**config.mk**
```make
export PLATFORM = sky130hd
export DESIGN_NAME = standby_wake_ctrl
export DESIGN_NICKNAME = d
export VERILOG_FILES = /design/src/rtl/standby_wake_ctrl.sv
export SDC_FILE = /design/constraint.sdc
export NUM_CORES = 1
export LEC_CHECK = 0
export CAP_MARGIN = 20
export CORE_AREA = 2 2 56 53
export DETAILED_ROUTE_END_ITERATION = 6
export DIE_AREA = 0 0 58 55
export DONT_BUFFER_PORTS = 1
export PLACE_DENSITY_LB_ADDON = 0.05
export REMOVE_ABC_BUFFERS = 1
export SYNTH_ARGS = -nofsm -noshare
export SYNTH_HDL_FRONTEND = slang
export SYNTH_SLANG_ARGS = --single-unit
```
**constraint.sdc**
```tcl
create_clock -name clk -period 7.55 [get_ports clk]
set_clock_uncertainty 0.1 [all_clocks]
set_input_delay 1.1325 -clock clk [delete_from_list [all_inputs] [get_ports clk]]
set_output_delay 1.1325 -clock clk [all_outputs]
set_load 0.03 [all_outputs]
```
**src/rtl/standby_wake_ctrl.sv**
```systemverilog
module standby_wake_ctrl #(
  parameter int NUM_EXT = 5,
  parameter int LVL_W   = 3,
  parameter int WIN_CYC = 5,
  localparam int NSRC = NUM_EXT + 2,
  localparam int IDW  = $clog2(NSRC)
) (
  input  logic                     clk,
  input  logic                     rst_n,
  input  logic                     halt_req,
  input  logic [1:0]               halt_mode,
  input  logic [NSRC-1:0]          src_req,
  input  logic [(NSRC-1)*LVL_W-1:0] src_level,
  input  logic                     ack_valid,
  input  logic [IDW-1:0]           ack_id,
  output logic                     core_clk_en,
  output logic                     periph_clk_en,
  output logic                     deep_stop,
  output logic                     in_window,
  output logic [NSRC-1:0]          pend_vec,
  output logic                     top_valid,
  output logic [IDW-1:0]           top_id
);
  localparam int CNTW = $clog2(WIN_CYC + 1);
  localparam logic [1:0] M_PROG = 2'd0;
  localparam logic [1:0] M_STOP = 2'd2;

  typedef enum logic [1:0] {S_RUN, S_ENTER, S_HALT} st_t;

  st_t             st;
  logic [1:0]      mode_q;
  logic [CNTW-1:0] cnt;
  logic [NSRC-1:0] pend_q, en, inc, ack_mask;
  logic [LVL_W:0]  lvl [NSRC];

  assign en[0]  = 1'b1;
  assign lvl[0] = {1'b1, {LVL_W{1'b0}}};
  for (genvar i = 1; i < NSRC; i++) begin : g_src
    assign lvl[i] = {1'b0, src_level[(i-1)*LVL_W +: LVL_W]};
    assign en[i]  = |src_level[(i-1)*LVL_W +: LVL_W];
  end
  for (genvar i = 0; i < NSRC; i++) begin : g_ack
    assign ack_mask[i] = ack_valid && (ack_id == IDW'(i));
  end

  assign inc = src_req & en;

  always_ff @(posedge clk or negedge rst_n) begin
    if (!rst_n) begin
      st     <= S_RUN;
      mode_q <= M_PROG;
      cnt    <= '0;
      pend_q <= '0;
    end else begin
      pend_q <= (pend_q & ~ack_mask) | inc;
      case (st)
        S_RUN:
          if (halt_req && halt_mode != 2'd3) begin
            st     <= S_ENTER;
            mode_q <= halt_mode;
            cnt    <= '0;
          end
        S_ENTER:
          if (mode_q == M_PROG && |inc) st <= S_RUN;
          else if (cnt == CNTW'(WIN_CYC - 1)) st <= S_HALT;
          else cnt <= cnt + 1'b1;
        S_HALT:
          if (|inc) st <= S_RUN;
        default: st <= S_RUN;
      endcase
    end
  end

  assign core_clk_en   = (st != S_HALT);
  assign periph_clk_en = !(st == S_HALT && mode_q != M_PROG);
  assign deep_stop     = (st == S_HALT) && (mode_q == M_STOP);
  assign in_window     = (st == S_ENTER);
  assign pend_vec      = pend_q;

  always_comb begin
    logic [LVL_W:0] best;
    best      = '0;
    top_valid = 1'b0;
    top_id    = '0;
    for (int i = 0; i < NSRC; i++) begin
      if (pend_q[i] && lvl[i] > best) begin
        best      = lvl[i];
        top_valid = 1'b1;
        top_id    = IDW'(i);
      end
    end
  end

  a_r2_window_bound: assert property (@(posedge clk) disable iff (!rst_n)
    (st == S_ENTER) |-> (cnt < CNTW'(WIN_CYC)));
  a_r4_window_latches: assert property (@(posedge clk) disable iff (!rst_n)
    (st == S_ENTER && mode_q != M_PROG && |inc) |=> (st != S_RUN));
  a_r5_prog_wakes: assert property (@(posedge clk) disable iff (!rst_n)
    (st == S_ENTER && mode_q == M_PROG && |inc) |=> (st == S_RUN));
  a_r6_halt_wakes: assert property (@(posedge clk) disable iff (!rst_n)
    (st == S_HALT && |inc) |=> (st == S_RUN));
  a_r8_pend_hold: assert property (@(posedge clk) disable iff (!rst_n)
    (!ack_valid && !(|inc)) |=> $stable(pend_q));
  a_r9_top_pending: assert property (@(posedge clk) disable iff (!rst_n)
    top_valid |-> pend_q[top_id]);
endmodule

```
==> metrics.cfg <==
[yosys]
syn_avg_cell_area_um2=8.07
synth_largest_area_cell=dfrtp_1
seq_area_frac_synth_pct=24.8
ys_ff_latch=14
synthTopCellsByArea=dfrtp_1 25%, ha_1 15%, nand2_1 5.0%, inv_1 4.3%, nor2_1 3.7%
netlist_area_mm2=0.00141
ys.flop_type=dfrtp_1
synth_top_area_share_pct=24.8
synth-edff-count=0
ys_warn_count=0
netlist_instances=175
synthDistinctLibCells=37
async_flop_share_pct=100

[cts]
clock_sinks=14
cts_tree=done
cts_root_buf=clkbuf_4
clock_latency_ns=0.28
cts_buffers=3
holdBufCountCts=0
clk_path_buf_depth=2
htree_num_levels=1
clkTransAtPathRegs_ns=0.08

[placed_design]
io_buffers=0
dp_hpwl_um=3360
gp_congestion=0.839

[run_status]
status=finished, violations left
violations=negative setup slack

[setup_path]
cp.required_ns=6.32
criticalPathCategory=in2out
rr_worst_depth=5
cp_slowest_stage_delay_ns=0.31
r2r_setup_slack_ns=5.58
cp.arrival_ns=6.75
crit_slowest_cell=ha_1
crit_path_start=src_level[1]
critical_path.max_fanout=5
cpMostUsedCell=o21a_1
cp-start-kind=input pin
r2r_end=cnt[2]
end_kind=output pin
rr_startpoint=st[1]

[floorplanning]
initial_utilization_pct=54.1
die-area_mm2=0.00319
rows=18
die_h_um=55
core-area_mm2=0.00261
io_pins=49
die_width_um=58

[min_path]
holdPathEnd=cnt[0]
whs_path_depth=1
hold_class=reg2reg
min_from=cnt[0]

[timing]
final_max_slew_viol_count=0
min_period_ns=7.98
setup-tns-final_ns=-1.53
relSlewSlack_pct=35.8
fin_crit_sh_pct=106
clock.fmax_mhz=125
layout_setup_ws_ns=-0.431
final-setup-viol-count=4
tightestPinTransition_ns=0.960
hold_viol=0
rsz0062_at_grt=true

[power]
sequentialPowerShare_pct=34.9
switching_share_pct=40.7
leakage_nw=0.975
p_int_uw=187
ir_worst_vdd_uv=224
p_sw_uw=128
power.density_mw_per_mm2=143
power_frac_clock_pct=13.5
power_frac_comb_pct=51.7

[finish]
area_growth_pct=55.9
final_core_util_pct=84.3
nets=285
diodes=0
layout-drive-gt1-share_pct=44.4
fillers=135

[route]
drcViolationCount=0
vias=1659
antenna_left=0
drt_iter0_drc=99
viasPerCell=6.33
firstDrtPassIters=4
finalWirelength_um=5350
drt-wirelength-per-cell_um=20.4

[grt]
antenna_found_initial=0
grt-ovfl-total=0
grt_pass1_vias=1533
grt_max_degree=15
grt_pass1_wl_um=7080
grtUsageTotal_pct=30.3

[run]
cap_violations=0

[synthesized netlist by cell type (3+ instances only)]
master,number
o31ai_1,5
inv_1,16
o21a_1,7
nand2b_1,7
o21ai_1,7
o211ai_1,6
a31oi_1,5
nand3_1,6
nor2_1,14
mux2i_1,4
a21o_1,3
nand2_1,19
dfrtp_1,14
o21ai_0,7
nor2b_1,8
ha_1,17
[how the worst max path moves through the flow]
| stage | endpoint | slack [ns] | cells past startpoint |
|---|---|---|---|
| finish | top_id[0] | -0.43 | 31 |
| global placement | top_id[0] | -0.34 | 31 |
| CTS | top_id[0] | -0.19 | 31 |
| floorplan | top_id[0] | -0.43 | 30 |
| detailed placement | top_id[0] | -0.53 | 32 |
| global route | top_id[0] | -0.62 | 33 |
[cell families (layout without fill, tap and decap cells)]
kind of cell    after synthesis  count (layout)  share of synthesized area [%]
simple gates                 66              66                           23.3
fa+ha+maj                    17              17                           15.1
buf+inv                      18              75                           4.78
mux                           5               5                           3.63
compound gates               55              55                           28.4
flops                        14              14                           24.8
[power by group through the flow]
stage	logic [mW]	registers [mW]	clock network, mW
floorplan	0.0967	0.108	0
finish	0.162	0.110	0.0423
CTS	0.146	0.109	0.0423
detailed placement	0.130	0.110	0
global route	0.176	0.111	0.0478
global placement	0.121	0.109	0
[per-stage QoR]
step                std cells  power [mW]  hold slack, ns  setup slack [ns]  cell area (um2)
floorplan                 175       0.205           0.373            -0.434             1410
global placement          239       0.230           0.391            -0.339             1720
detailed placement        239       0.240           0.405            -0.529             1720
CTS                       258       0.297           0.418            -0.188             2040
global route              262       0.336           0.410            -0.621             2200
finish                    262       0.314           0.412            -0.431             2200
[routing by layer]
metal / track usage, % / vias to the layer above / wire, um
li1: - / 755 / -
met1: 35.8 / 795 / 2010
met2: 56.1 / 93 / 2750
met3: 6.74 / 16 / 433
met4: 8.14 / 0 / 159
met5: 0 / - / 0
[what timing repair did]
action | 4_1_cts | 5_1_grt
buffers inserted | 16 | 4
pin swaps | 14 | 30
resized for setup | 31 | 25
cloned | 0 | 0
setup endpoints to repair | 4 | 4
[placed cells by master, fill, tap and decap left out, types with 2 or more instances in the layout]
| master | Yosys | layout |
|---|---|---|
| nor2b_2 | 0 | 2 |
| nand2b_1 | 7 | 6 |
| a211o_1 | 2 | 2 |
| o21ai_2 | 0 | 2 |
| inv_1 | 16 | 16 |
| o211ai_1 | 6 | 6 |
| nand2_1 | 19 | 16 |
| ha_2 | 0 | 3 |
| clkbuf_4 | 0 | 3 |
| nand3_2 | 0 | 3 |
| ha_1 | 17 | 7 |
| dfrtp_1 | 14 | 14 |
| and3_4 | 0 | 2 |
| a21o_1 | 3 | 3 |
| o21a_1 | 7 | 6 |
| o21ai_0 | 7 | 6 |
| and2_4 | 0 | 2 |
| nor3_1 | 2 | 2 |
| nor2b_4 | 0 | 2 |
| buf_4 | 0 | 46 |
| o21ai_1 | 7 | 4 |
| nand2b_4 | 1 | 2 |
| a31oi_1 | 5 | 4 |
| inv_2 | 2 | 2 |
| o21ai_4 | 0 | 2 |
| o31a_1 | 2 | 2 |
| nand3_1 | 6 | 2 |
| o31ai_2 | 1 | 2 |
| ha_4 | 0 | 7 |
| o31ai_1 | 5 | 4 |
| mux2i_1 | 4 | 4 |
| buf_6 | 0 | 7 |
| nor2b_1 | 8 | 4 |
| nand2_2 | 0 | 2 |
| nor2_1 | 14 | 13 |
[critical path, delay by kind of cell]
family / cells / cell delay (ns)
AO/OA/AOI/OAI: 15 / 2.80
AND/OR/NAND/NOR: 10 / 1.42
adder cells (fa/ha/maj): 5 / 1.28
buffers and inverters: 1 / 0.12
[state kept, by name, summed over array words and instances (netlist names)]
signal and count:
pend_vec 7, mode_q 2, cnt 3, st 2
[layout make-up]
cell class,count,area (um2),area share (%)
tap,30,37.5,1.70
timing repair buffer,54,444,20.2
multi-input combinational,143,1280,58.1
inverter,18,67.6,3.07
sequential,14,350,15.9
clock buffer,3,22.5,1.02
Power figures use the tool's default switching activity.
